$ cat src/rtl/sri_pkg.sv
package sri_pkg;
  localparam int ADDR_W     = 5;
  localparam int DATA_W     = 8;
  localparam int CMD_BITS   = 8;
  localparam int FRAME_BITS = CMD_BITS + DATA_W;
  localparam int CNT_W      = $clog2(FRAME_BITS + 1);
  localparam int PRIM_CNT   = 22;
  localparam int EXP_CNT    = 16;
  localparam int EXP_AW     = $clog2(EXP_CNT);
  localparam int STAT_CNT   = 3;

  localparam logic [ADDR_W-1:0] ADR_ID   = 5'h00;
  localparam logic [ADDR_W-1:0] ADR_ST0  = 5'h04;
  localparam logic [ADDR_W-1:0] ADR_ST1  = 5'h05;
  localparam logic [ADDR_W-1:0] ADR_RST  = 5'h0A;
  localparam logic [ADDR_W-1:0] ADR_ST2  = 5'h13;
  localparam logic [ADDR_W-1:0] ADR_PTR  = 5'h1F;
  localparam logic [ADDR_W-1:0] PRIM_TOP = ADDR_W'(PRIM_CNT - 1);

  // True for primary slots that hold writable configuration storage.
  function automatic logic prim_is_rw(input logic [ADDR_W-1:0] a);
    return (a <= PRIM_TOP) && (a != ADR_ID) && (a != ADR_RST) &&
           (a != ADR_ST0) && (a != ADR_ST1) && (a != ADR_ST2);
  endfunction
endpackage

$ cat src/rtl/sri_sync.sv
module sri_sync #(
  parameter int STAGES = 2
) (
  input  logic clk,
  input  logic rst_n,
  input  logic sclk,
  input  logic cs_n,
  input  logic sdi,
  output logic sclk_rise,
  output logic sclk_fall,
  output logic cs_act,
  output logic sdi_s
);
  logic [STAGES-1:0] sc_q, cs_q, sd_q;
  logic              sc_prev_q;

  always_ff @(posedge clk or negedge rst_n) begin
    if (!rst_n) begin
      sc_q      <= '0;
      cs_q      <= '1;
      sd_q      <= '0;
      sc_prev_q <= 1'b0;
    end else begin
      sc_q      <= {sc_q[STAGES-2:0], sclk};
      cs_q      <= {cs_q[STAGES-2:0], cs_n};
      sd_q      <= {sd_q[STAGES-2:0], sdi};
      sc_prev_q <= sc_q[STAGES-1];
    end
  end

  assign sclk_rise = sc_q[STAGES-1] & ~sc_prev_q;
  assign sclk_fall = ~sc_q[STAGES-1] & sc_prev_q;
  assign cs_act    = ~cs_q[STAGES-1];
  assign sdi_s     = sd_q[STAGES-1];
endmodule

$ cat src/rtl/sri_shift.sv
module sri_shift
  import sri_pkg::*;
(
  input  logic              clk,
  input  logic              rst_n,
  input  logic              cs_act,
  input  logic              sclk_rise,
  input  logic              sclk_fall,
  input  logic              sdi_s,
  input  logic [DATA_W-1:0] rd_byte,
  output logic [ADDR_W-1:0] rd_addr,
  output logic              cmd_rd,
  output logic [CNT_W-1:0]  bit_cnt,
  output logic              wr_stb,
  output logic [ADDR_W-1:0] wr_addr,
  output logic [DATA_W-1:0] wr_data,
  output logic              sdo,
  output logic              sdo_oe
);
  localparam logic [CNT_W-1:0] CNT_FULL    = CNT_W'(FRAME_BITS);
  localparam logic [CNT_W-1:0] CNT_LAST    = CNT_W'(FRAME_BITS - 1);
  localparam logic [CNT_W-1:0] CNT_CMD     = CNT_W'(CMD_BITS);
  localparam logic [CNT_W-1:0] CNT_CMDLAST = CNT_W'(CMD_BITS - 1);
  localparam logic [CNT_W-1:0] CNT_ADREND  = CNT_W'(ADDR_W + 1);

  logic [CNT_W-1:0]  cnt_q, cnt_d;
  logic [ADDR_W:0]   cmd_q, cmd_d;
  logic [DATA_W-2:0] dat_q, dat_d;
  logic [DATA_W-1:0] tx_q, tx_d;
  logic              sdo_q, sdo_d, oe_q, oe_d;
  logic              wstb_q, wstb_d;
  logic [ADDR_W-1:0] waddr_q, waddr_d;
  logic [DATA_W-1:0] wdata_q, wdata_d;

  always_comb begin
    cnt_d   = cnt_q;
    cmd_d   = cmd_q;
    dat_d   = dat_q;
    tx_d    = tx_q;
    sdo_d   = sdo_q;
    oe_d    = oe_q;
    wstb_d  = 1'b0;
    waddr_d = waddr_q;
    wdata_d = wdata_q;
    if (!cs_act) begin
      cnt_d = '0;
      oe_d  = 1'b0;
    end else begin
      if (sclk_rise && cnt_q != CNT_FULL) begin
        cnt_d = cnt_q + 1'b1;
        if (cnt_q < CNT_ADREND) begin
          cmd_d[cnt_q[2:0]] = sdi_s;
        end else if (cnt_q >= CNT_CMD && cnt_q < CNT_LAST) begin
          dat_d[cnt_q[2:0]] = sdi_s;
        end
        if (cnt_q == CNT_CMDLAST) begin
          tx_d = rd_byte;
        end
        if (cnt_q == CNT_LAST && !cmd_q[0]) begin
          wstb_d  = 1'b1;
          waddr_d = cmd_q[ADDR_W:1];
          wdata_d = {sdi_s, dat_q};
        end
      end
      if (sclk_fall && cmd_q[0] && cnt_q >= CNT_CMD && cnt_q != CNT_FULL) begin
        sdo_d = tx_q[cnt_q[2:0]];
        oe_d  = 1'b1;
      end
    end
  end

  always_ff @(posedge clk or negedge rst_n) begin
    if (!rst_n) begin
      cnt_q   <= '0;
      cmd_q   <= '0;
      dat_q   <= '0;
      tx_q    <= '0;
      sdo_q   <= 1'b0;
      oe_q    <= 1'b0;
      wstb_q  <= 1'b0;
      waddr_q <= '0;
      wdata_q <= '0;
    end else begin
      cnt_q   <= cnt_d;
      cmd_q   <= cmd_d;
      dat_q   <= dat_d;
      tx_q    <= tx_d;
      sdo_q   <= sdo_d;
      oe_q    <= oe_d;
      wstb_q  <= wstb_d;
      waddr_q <= waddr_d;
      wdata_q <= wdata_d;
    end
  end

  assign rd_addr = cmd_q[ADDR_W:1];
  assign cmd_rd  = cmd_q[0];
  assign bit_cnt = cnt_q;
  assign wr_stb  = wstb_q;
  assign wr_addr = waddr_q;
  assign wr_data = wdata_q;
  assign sdo     = sdo_q;
  assign sdo_oe  = oe_q;
endmodule

$ cat src/rtl/sri_regs.sv
module sri_regs
  import sri_pkg::*;
#(
  parameter logic [DATA_W-1:0] ID_VALUE = 8'hA7,
  parameter logic [DATA_W-1:0] EXP_KEY  = 8'h01
) (
  input  logic                         clk,
  input  logic                         rst_n,
  input  logic                         wr_stb,
  input  logic [ADDR_W-1:0]            wr_addr,
  input  logic [DATA_W-1:0]            wr_data,
  input  logic [ADDR_W-1:0]            rd_addr,
  input  logic [STAT_CNT*DATA_W-1:0]   stat_in,
  output logic [DATA_W-1:0]            rd_byte,
  output logic [PRIM_CNT*DATA_W-1:0]   cfg_prim,
  output logic [EXP_CNT*DATA_W-1:0]    cfg_exp,
  output logic                         exp_mode,
  output logic                         soft_clr
);
  logic [DATA_W-1:0] ptr_q;
  logic              clr_q, clr_d;
  logic              wr_ptr, wr_exp, wr_prim;
  logic [DATA_W-1:0] prim_w [PRIM_CNT];
  logic [DATA_W-1:0] exp_w  [EXP_CNT];

  assign exp_mode = (ptr_q == EXP_KEY);

  always_comb begin
    wr_ptr  = wr_stb && (wr_addr == ADR_PTR);
    wr_exp  = wr_stb && exp_mode && !wr_ptr && (wr_addr[ADDR_W-1:EXP_AW] == '0);
    wr_prim = wr_stb && !exp_mode && !wr_ptr;
    clr_d   = wr_prim && (wr_addr == ADR_RST);
  end

  always_ff @(posedge clk or negedge rst_n) begin
    if (!rst_n) begin
      ptr_q <= '0;
      clr_q <= 1'b0;
    end else begin
      clr_q <= clr_d;
      if (clr_q) begin
        ptr_q <= '0;
      end else if (wr_ptr) begin
        ptr_q <= wr_data;
      end
    end
  end

  for (genvar i = 0; i < PRIM_CNT; i++) begin : g_prim
    if (prim_is_rw(ADDR_W'(i))) begin : g_rw
      logic [DATA_W-1:0] r_q;
      logic              en;
      assign en = wr_prim && (wr_addr == ADDR_W'(i));
      always_ff @(posedge clk or negedge rst_n) begin
        if (!rst_n) begin
          r_q <= '0;
        end else if (clr_q) begin
          r_q <= '0;
        end else if (en) begin
          r_q <= wr_data;
        end
      end
      assign prim_w[i] = r_q;
    end else begin : g_ro
      assign prim_w[i] = '0;
    end
    assign cfg_prim[i*DATA_W +: DATA_W] = prim_w[i];
  end

  for (genvar j = 0; j < EXP_CNT; j++) begin : g_exp
    logic [DATA_W-1:0] r_q;
    logic              en;
    assign en = wr_exp && (wr_addr[EXP_AW-1:0] == EXP_AW'(j));
    always_ff @(posedge clk or negedge rst_n) begin
      if (!rst_n) begin
        r_q <= '0;
      end else if (clr_q) begin
        r_q <= '0;
      end else if (en) begin
        r_q <= wr_data;
      end
    end
    assign exp_w[j] = r_q;
    assign cfg_exp[j*DATA_W +: DATA_W] = r_q;
  end

  always_comb begin
    rd_byte = '0;
    if (rd_addr == ADR_PTR) begin
      rd_byte = ptr_q;
    end else if (exp_mode) begin
      if (rd_addr[ADDR_W-1:EXP_AW] == '0) rd_byte = exp_w[rd_addr[EXP_AW-1:0]];
    end else if (rd_addr == ADR_ID) begin
      rd_byte = ID_VALUE;
    end else if (rd_addr == ADR_ST0) begin
      rd_byte = stat_in[0*DATA_W +: DATA_W];
    end else if (rd_addr == ADR_ST1) begin
      rd_byte = stat_in[1*DATA_W +: DATA_W];
    end else if (rd_addr == ADR_ST2) begin
      rd_byte = stat_in[2*DATA_W +: DATA_W];
    end else if (rd_addr <= PRIM_TOP) begin
      rd_byte = prim_w[rd_addr];
    end
  end

  assign soft_clr = clr_q;
endmodule

$ cat src/rtl/sri_top.sv
module sri_top
  import sri_pkg::*;
#(
  parameter logic [DATA_W-1:0] ID_VALUE    = 8'hA7,
  parameter logic [DATA_W-1:0] EXP_KEY     = 8'h01,
  parameter int                SYNC_STAGES = 2
) (
  input  logic                       clk,
  input  logic                       rst_n,
  input  logic                       sclk,
  input  logic                       cs_n,
  input  logic                       sdi,
  input  logic [STAT_CNT*DATA_W-1:0] stat_in,
  output logic                       sdo,
  output logic                       sdo_oe,
  output logic                       exp_mode,
  output logic [PRIM_CNT*DATA_W-1:0] cfg_prim,
  output logic [EXP_CNT*DATA_W-1:0]  cfg_exp
);
  logic [1:0]        rst_pipe;
  logic              rst_ns;
  logic              sclk_rise, sclk_fall, cs_act, sdi_s;
  logic [ADDR_W-1:0] rd_addr, wr_addr;
  logic [DATA_W-1:0] rd_byte, wr_data;
  logic              cmd_rd, wr_stb, soft_clr;
  logic [CNT_W-1:0]  bit_cnt;

  always_ff @(posedge clk or negedge rst_n) begin
    if (!rst_n) rst_pipe <= '0;
    else        rst_pipe <= {rst_pipe[0], 1'b1};
  end
  assign rst_ns = rst_pipe[1];

  sri_sync #(.STAGES(SYNC_STAGES)) u_sync (
    .clk(clk), .rst_n(rst_ns), .sclk(sclk), .cs_n(cs_n), .sdi(sdi),
    .sclk_rise(sclk_rise), .sclk_fall(sclk_fall), .cs_act(cs_act), .sdi_s(sdi_s)
  );

  sri_shift u_shift (
    .clk(clk), .rst_n(rst_ns), .cs_act(cs_act), .sclk_rise(sclk_rise),
    .sclk_fall(sclk_fall), .sdi_s(sdi_s), .rd_byte(rd_byte), .rd_addr(rd_addr),
    .cmd_rd(cmd_rd), .bit_cnt(bit_cnt), .wr_stb(wr_stb), .wr_addr(wr_addr),
    .wr_data(wr_data), .sdo(sdo), .sdo_oe(sdo_oe)
  );

  sri_regs #(.ID_VALUE(ID_VALUE), .EXP_KEY(EXP_KEY)) u_regs (
    .clk(clk), .rst_n(rst_ns), .wr_stb(wr_stb), .wr_addr(wr_addr),
    .wr_data(wr_data), .rd_addr(rd_addr), .stat_in(stat_in), .rd_byte(rd_byte),
    .cfg_prim(cfg_prim), .cfg_exp(cfg_exp), .exp_mode(exp_mode), .soft_clr(soft_clr)
  );
endmodule

$ cat config.mk
export PLATFORM = sky130hd
export DESIGN_NAME = sri_top
export DESIGN_NICKNAME = d
export VERILOG_FILES = /design/src/rtl/sri_pkg.sv /design/src/rtl/sri_sync.sv /design/src/rtl/sri_shift.sv /design/src/rtl/sri_regs.sv /design/src/rtl/sri_top.sv
export SDC_FILE = /design/constraint.sdc
export NUM_CORES = 1
export LEC_CHECK = 0
export ABC_AREA = 1
export ABC_CLOCK_PERIOD_IN_PS = 10580
export CORE_ASPECT_RATIO = 1.4
export CORE_MARGIN = 3
export CORE_UTILIZATION = 28
export DETAILED_ROUTE_END_ITERATION = 8
export GPL_ROUTABILITY_DRIVEN = 0
export MAX_ROUTING_LAYER = met4
export SYNTH_ARGS = -nofsm -noshare
export SYNTH_HDL_FRONTEND = slang
export SYNTH_HIERARCHICAL = 1
export SYNTH_SLANG_ARGS = --single-unit
$ cat constraint.sdc
create_clock -name clk -period 10.58 [get_ports clk]
set_input_delay 3.174 -clock clk [delete_from_list [all_inputs] [get_ports clk]]
set_output_delay 3.174 -clock clk [all_outputs]
set_load 0.05 [all_outputs]
# After elaboration in Yosys (flattened, before gate mapping)
# Cells that the tools add are included.
[op_classes]
n_bitwise = 9
n_eq_ne = 42
reduce_logical = 93
magnitude_cmp = 8
addsub = 1
mux = 95
[ops]
columns = ["cell", "n"]
rows = [
  ["$mux 8", 80],
  ["$reduce_bool 2->1", 36],
  ["$logic_and 1x1->1", 47],
  ["$eq 5x4->1 const B", 9],
  ["$bmux 8 s5", 1],
  ["$eq 5x5->1 const B", 8],
  ["$bmux 8 s4", 1],
  ["$eq 4x4->1 const B", 8],
  ["$eq 5x3->1 const B", 5],
  ["$eq 4x3->1 const B", 4],
  ["$eq 5x2->1 const B", 2],
  ["$mux 5", 2],
  ["$reduce_and 3->1", 3],
  ["$eq 4x2->1 const B", 2],
  ["$eq 8x1->1 const B", 1],
  ["$bwmux 7", 1],
  ["$mux 1", 7],
  ["$bwmux 6", 1],
  ["$ge 6x6->1 const B", 1],
  ["$not 5->6", 1],
  ["$add 5x1->5 const B", 1],
  ["$eq 5x1->1 const B", 1],
  ["$ge 5x4->1 const B", 1],
  ["$ge 5x5->1 const B", 1],
  ["other kinds (17)", 24],
]
[word_totals]
in_bits = 29
output_inout_bits = 307
regBits = 324

# Logic depth before layout (Yosys ltp)
# Gate-level depths: netlist of the first run.
[logic_depth]
depth_word = 11
depth_mapped = 17

# Modules after synthesis
# Netlist of the first run, hierarchy kept.
[by_module_without_submodules]
columns = ["module", "cells_per_inst", "n_inst", "area_per_inst_um2", "seq_area_each_um2"]
rows = [
  ["sri_regs", 1678, 1, 13206.4, 6831.6],
  ["sri_shift", 245, 1, 1986.9, 1051.0],
  ["sri_sync", 12, 1, 196.4, 177.7],
  ["sri_top", 3, 1, 53.8, 50.0],
]

# Worst setup path after synthesis of the first run
# OpenSTA, ideal clock, no wires.
[synth_timing]
kind = "flip-flop to output port"
from = "register u_regs.ptr_q[4]"
to = "output port exp_mode"
path_stages_with_launch = 4
arrival_time_ns = 0.985
path_slack_ns = 6.421
cell_sequence = "dfrtp_1 > nor2_1 > nand3_1 > nor2_4"
[synth_between]
elab_chain_len = 1
[synth_lines]
columns = ["item", "line_no", "source"]
rows = [
  ["start, declared", "sri_regs.sv:20", "logic [DATA_W-1:0] ptr_q;"],
  ["start signal, assigned", "sri_regs.sv:44", "ptr_q <= wr_data;"],
  ["$eq 8x1->1", "sri_regs.sv:26", "assign exp_mode = (ptr_q == EXP_KEY);"],
  ["end, declared", "sri_top.sv:16", "output logic exp_mode,"],
]
# No other way between the ends.

# Worst setup path in the final report of the first run
# Ends and elaborated chain as after synthesis.

==> results of run 1 <==
## registers in the layout (all words and copies together), names as in the netlist
name / cells
u_regs/soft_clr: 1
u_sync/cs_q: 2
u_sync/sd_q: 2
u_shift/sdo_oe: 1
u_shift/wr_addr: 5
u_regs/g_prim.g_rw.r_q: 136
u_sync/sc_prev_q: 1
u_shift/bit_cnt: 5
u_sync/sc_q: 2
u_shift/wr_data: 8
u_shift/dat_q: 7
rst_pipe: 2
u_shift/sdo: 1
u_shift/wr_stb: 1
u_regs/g_exp.r_q: 128
u_shift/tx_q: 8
u_regs/ptr_q: 8
u_shift/cmd_q: 6
## power breakdown
| group | switching [µW] | total (µW) | internal [µW] |
|---|---|---|---|
| registers | 5.85 | 1250 | 1240 |
| clock network | 527 | 1270 | 742 |
| logic | 180 | 213 | 32.5 |
## cells by family (layout without fill, tap and decap cells)
logic type,count (synthesis),count (layout)
and+or+nand+nor,932,932
AOI/OAI and AO/OA,405,405
DFF,324,324
buffers and inverters,271,499
adders and majority gates,3,3
other,2,41
xor gates and xnor gates,1,1
## final timing paths
check,from,to,slack (ns),depth (start not counted)
max reg2reg,u_shift/cmd_q[2]$_DFFE_PN0P_,u_shift/tx_q[6]$_DFFE_PN0P_,7.07,14
min in group asynchronous,rst_pipe[1]$_DFF_PN0_,u_regs/g_exp[8].r_q[7]$_DFFE_PN0P_,0.52,1
min,rst_pipe[0]$_DFF_PN0_,rst_pipe[1]$_DFF_PN0_,0.35,0
max,u_regs/ptr_q[4]$_DFFE_PN0P_,exp_mode,5.07,4
min reg2reg,rst_pipe[0]$_DFF_PN0_,rst_pipe[1]$_DFF_PN0_,0.35,0
max in group asynchronous,rst_n,rst_pipe[1]$_DFF_PN0_,7.65,1
## final cells by class
cell class                      instances  area (µm²)  area share
Sequential cell                       324        8110       0.407
Multi-Input combinational cell       1382        6210       0.311
Timing Repair Buffer                  307        3060       0.153
Clock buffer                           47        1000      0.0502
Tap cell                              721         902      0.0452
Inverter                              131         499      0.0250
Clock inverter                         14         170     0.00853
## metal layers
metal	GRT usage	up-vias	part of all wire
met4	0.108	0	0.056
li1	-	6661	-
met2	0.378	702	0.51
met5	-	-	0
met1	0.253	7056	0.38
met3	0.0271	152	0.059
## metrics by stage
step | total power, µW | cell area (µm²) | worst slack, ns | hold WS (ns)
after floorplan | 1410 | 15600 | 0.885 | 0.331
after global placement | 1480 | 18800 | 5.61 | 0.338
after detailed placement | 1490 | 18800 | 5.62 | 0.344
after CTS | 2760 | 20000 | 5.03 | 0.358
after global routing | 2830 | 20000 | 5.01 | 0.358
final | 2730 | 20000 | 5.07 | 0.353
## worst max-delay path: cells and delay by family, from the launching register on
family        cells  cell delay (ns)
buf+inv           1             0.88
flops             1             0.40
simple gates      3             0.53
## cells in the final DEF (no fill, tap or decap), drive strengths merged
cell             n
a21oi           18
a22oi           54
and2             1
buf             12
bufinv           3
clkbuf          47
clkdlybuf4s50  295
clkinv           7
clkinvlp         1
conb            41
dfrtp          322
dfstp            2
ha               3
inv            134
nand2          765
nand3           78
nand3b           3
nand4           11
nor2            56
nor3            14
nor4             1
o21ai          331
o22ai            2
or2              3
xnor2            1
==> impl_metrics.json, run 1 <==
{
  "drv_cap": 0,
  "cts-resized-gates": 0,
  "setup_tns_ns": 0,
  "vias": 14571,
  "tightestPinTransition_ns": 1.01,
  "synth_top_family_by_area": "simple AND/OR/NAND/NOR gates",
  "finalCriticalPeriod_ns": 5.51,
  "cts_tree": "yes",
  "rsz0062_at_grt": "false",
  "syn_area_um2": 15400,
  "htreeDepth": 2,
  "synth-warning-count": 6,
  "clockRootBuffer": "clkbuf_16",
  "slew_headroom": 0.325,
  "drc": 0,
  "drt_iter0_markers": 1097,
  "yosysMostFrequentCell": "nand2_1",
  "fmax_mhz": 181,
  "cellPowerDensity_nw_per_um2": 137,
  "dp_cells": 2865,
  "status": "complete, no violations",
  "async_flop_share": 1.00,
  "cts_sinks": 324,
  "place.port_buffers": 295,
  "worstPathMaxFanout": 8,
  "yosys.area_share.simple": 0.246,
  "wl_per_cell_um": 21.7,
  "antennaDiodeCount": 0,
  "grt_max_degree": 178,
  "synthMuxAreaShare": 0,
  "area_growth_pct": 29.2,
  "stdcell_count": 2926,
  "grt_pass1_vias": 14136,
  "arrival_ns": 2.34,
  "wirelength_um": 63600,
  "vdd_drop_max_uv": 101,
  "die_width_um": 204,
  "core_um2": 54500,
  "skew_ns": 0.0139,
  "ys_top_cells_by_area": "dfrtp_1 (52%), nand2_1 (18%), o21ai_0 (8.6%), inv_1 (2.8%), a22oi_1 (2.6%)",
  "drive_gt1_frac": 0.0571,
  "synth_fa_ha_area_frac": 0.00243,
  "dr.pass1.iters": 6,
  "hold_class": "reg2reg",
  "vias_per_cell": 4.98,
  "clkSlewWorstSetupHoldPaths_ns": 0.06,
  "critPathKind": "reg2out",
  "grtUsageTotal": 0.220,
  "cts_buffers": 35,
  "synth_edf_count": 0,
  "clk_latency_ns": 0.53,
  "synth_xor_area_frac": 0.000567,
  "die_area_um2": 58000,
  "synthTopCellsByCount": "nand2_1 (758), dfrtp_1 (322), o21ai_0 (264), inv_1 (115), nand3_1 (77)",
  "synth-main-ff-cell": "dfrtp_1",
  "p_leak_uw": 0.00884,
  "cp-end-kind": "output port",
  "nNetsFinal": 2213,
  "fill_cells": 5620,
  "crit_slowest_cell": "clkdlybuf4s50_1",
  "antenna_left": 0,
  "cts_hold_buf": 0,
  "synth_compound_area_frac": 0.142,
  "final_util": 0.366,
  "syn_inst": 1938,
  "antenna_found_initial": 0,
  "slew_viol_final": 0,
  "yosysTopAreaCell": "dfrtp_1",
  "timing.final.crit_share": 0.521,
  "cts_buffer_depth": 3,
  "final_hold_viol_count": 0,
  "critPathRequiredTime_ns": 7.41,
  "max_stage_delay_ns": 0.88,
  "cp_cell_sequence": "nor2_1 > nand3_1 > nor2_4 > clkdlybuf4s50_1",
  "start_kind": "flip-flop",
  "synth_cell_types": 36,
  "grt_overflow": 0,
  "seq_area_frac_synth": 0.525,
  "std_cell_rows": 101,
  "grt_pass1_wl_um": 93300,
  "initial_utilization": 0.284,
  "synth_top_cell_area_share": 0.522,
  "setup_viol": 0,
  "synth-seq-cells": 324,
  "dp_hpwl_um": 45300,
  "synth_area_per_cell_um2": 7.97,
  "cts_setup_buffers": 0,
  "fp.dieH_um": 284,
  "io_pins": 336
}
(Power assumes the default switching activity.)
==> inputs of run 2 (changes only) <==
- ABC_CLOCK_PERIOD_IN_PS: 10580 -> 5000
- clock period: 10.58 -> 5 ns (I/O delays scaled with it)
==> impl_metrics.json, run 2 (synthesis gave the netlist of run 1 again) <==
{
  "setup_tns_ns": 0,
  "die_area_um2": 58000,
  "fmax_mhz": 255,
  "antenna_found_initial": 0,
  "slew_headroom": 0.346,
  "r2r-start": "u_shift/cmd_q[2]$_DFFE_PN0P_",
  "skew_ns": 0.0274,
  "core_um2": 54500,
  "clkSlewWorstSetupHoldPaths_ns": 0.06,
  "drt_iter0_markers": 1429,
  "tightestPinTransition_ns": 0.973,
  "max_stage_delay_ns": 0.92,
  "dp_hpwl_um": 48400,
  "worstPathMaxFanout": 8,
  "p_int_uw": 4260,
  "grt_pass1_wl_um": 94300,
  "grt_pass1_vias": 14168,
  "area_growth_pct": 29.8,
  "critPathRequiredTime_ns": 3.50,
  "slew_viol_final": 0,
  "regToRegSetupSlack_ns": 1.80,
  "p_leak_uw": 0.00887,
  "whs_endpoint": "u_sync/sc_q[1]$_DFF_PN0_",
  "r2r_end": "u_shift/tx_q[3]$_DFFE_PN0P_",
  "largest_reg_flops": 136,
  "cp-end-kind": "output port",
  "cts_tree": "yes",
  "timing.final.crit_share": 0.783,
  "cts-resized-gates": 0,
  "clkPwrFrac": 0.466,
  "crit_family": "buffers and inverters",
  "switching_share": 0.263,
  "cts_buffers": 36,
  "power.switching_uw": 1520,
  "arrival_ns": 2.41,
  "drive_gt1_frac": 0.0591,
  "p_comb_frac": 0.074,
  "final_cell_mix": "nand2_1 (753), dfrtp_1 (321), clkdlybuf4s50_1 (295)",
  "vias": 14612,
  "rr_worst_depth": 11,
  "hold_class": "reg2reg",
  "cts_buffer_depth": 3,
  "status": "complete, no violations",
  "die_width_um": 204,
  "drc": 0,
  "vdd_drop_max_uv": 181,
  "grtUsageTotal": 0.224,
  "dr.pass1.iters": 6,
  "place.port_buffers": 295,
  "finalCriticalPeriod_ns": 3.91,
  "rsz0062_at_grt": "false",
  "holdPathStages": 0,
  "fp.dieH_um": 284,
  "critPathKind": "reg2out",
  "wl_per_cell_um": 22.2,
  "crit_buf_inv": 1,
  "final_util": 0.368,
  "grt_max_degree": 113,
  "antenna_left": 0,
  "antennaDiodeCount": 0,
  "cts_setup_buffers": 0,
  "setup_viol": 0,
  "final_common_cell": "nand2_1",
  "grt_overflow": 0,
  "final_hold_viol_count": 0,
  "largestRegisters": "u_regs/g_prim.g_rw.r_q: 136 flops, u_regs/g_exp.r_q: 128 flops",
  "drv_cap": 0,
  "start_kind": "flip-flop",
  "io_pins": 336,
  "cts_sinks": 324,
  "pwr-share-seq": 0.460,
  "holdCritStartpoint": "u_sync/sc_q[0]$_DFF_PN0_",
  "cp_cell_sequence": "nor2_1 > nand3_1 > nor2_4 > clkdlybuf4s50_1",
  "clockRootBuffer": "clkbuf_16",
  "std_cell_rows": 101,
  "crit_slowest_cell": "clkdlybuf4s50_1",
  "top_register": "u_regs/g_prim.g_rw.r_q",
  "nNetsFinal": 2224,
  "clk_latency_ns": 0.56,
  "initial_utilization": 0.284,
  "cellPowerDensity_nw_per_um2": 288,
  "cts_hold_buf": 0,
  "htreeDepth": 2,
  "wirelength_um": 65100,
  "vias_per_cell": 4.98
}
[run 2: cell types whose count changed in the layout (fill, tap and decap cells not counted), sizes merged]
cell      before  now
buf           12   22
clkbuf        47   51
clkinv         7    5
clkinvlp       1    3
inv          134  132
bufinv         3    2
[run 2: power by group through the flow]
stage	Clock [µW]	Sequential (µW)	Combinational, µW
floorplan	0	2720	271
global placement	0	2710	420
detailed placement	0	2710	421
CTS	2750	2660	422
global route	2840	2660	452
finish	2690	2660	427
[run 2: through the flow]
stage / cell area (µm²) / setup WS (ns) / hold WS [ns] / power [µW] / cells
finish: 20000 / 1.09 / 0.353 / 5780 / 2937
global route: 20000 / 1.00 / 0.363 / 5950 / 2937
CTS: 20000 / 1.05 / 0.358 / 5830 / 2937
detailed placement: 18900 / 1.65 / 0.345 / 3130 / 2875
global placement: 18900 / 1.63 / 0.333 / 3130 / 2875
floorplan: 15600 / 1.79 / 0.331 / 2990 / 1977
[run 2: worst register-to-register path: cells and delay by family, from the launching register on]
kind,cells,cell delay [ns]
and+or+nand+nor,7,1.26
DFF,1,0.85
buffers and inverters,2,0.71
AOI/OAI and AO/OA,2,0.31
[run 2: worst max path at each step]
| stage | start | to | slack (ns) | depth (start not counted) |
|---|---|---|---|---|
| 2_1_floorplan | rst_pipe[1]$_DFF_PN0_ | u_regs/g_exp[0].r_q[0]$_DFFE_PN0P_ | 1.79 | 0 |
| 3_3_place_gp | u_regs/ptr_q[4]$_DFFE_PN0P_ | exp_mode | 1.63 | 4 |
| 3_5_place_dp | u_regs/ptr_q[4]$_DFFE_PN0P_ | exp_mode | 1.65 | 4 |
| 4_1_cts | u_regs/ptr_q[4]$_DFFE_PN0P_ | exp_mode | 1.05 | 4 |
| 5_1_grt | u_regs/ptr_q[5]$_DFFE_PN0P_ | exp_mode | 1.0 | 4 |
| 6_report | u_regs/ptr_q[5]$_DFFE_PN0P_ | exp_mode | 1.09 | 4 |
[run 2: layer usage]
layer  GRT usage  vias to the layer above  routed length (µm)
li1            -                     6706                   -
met1       0.251                     6932               23700
met2       0.375                      763               32200
met3      0.0330                      211                4410
met4       0.139                        0                4830
met5           -                        -                   0
[run 2: area by class of cell]
type / count / area [µm²]
inverters: 131 / 499
fillers: 5560 / 34400
well taps: 721 / 902
clock buffers: 51 / 1030
clock inverters: 11 / 150
repair buffers: 317 / 3160
multi-input cells: 1382 / 6200
flip-flops and latches: 324 / 8110
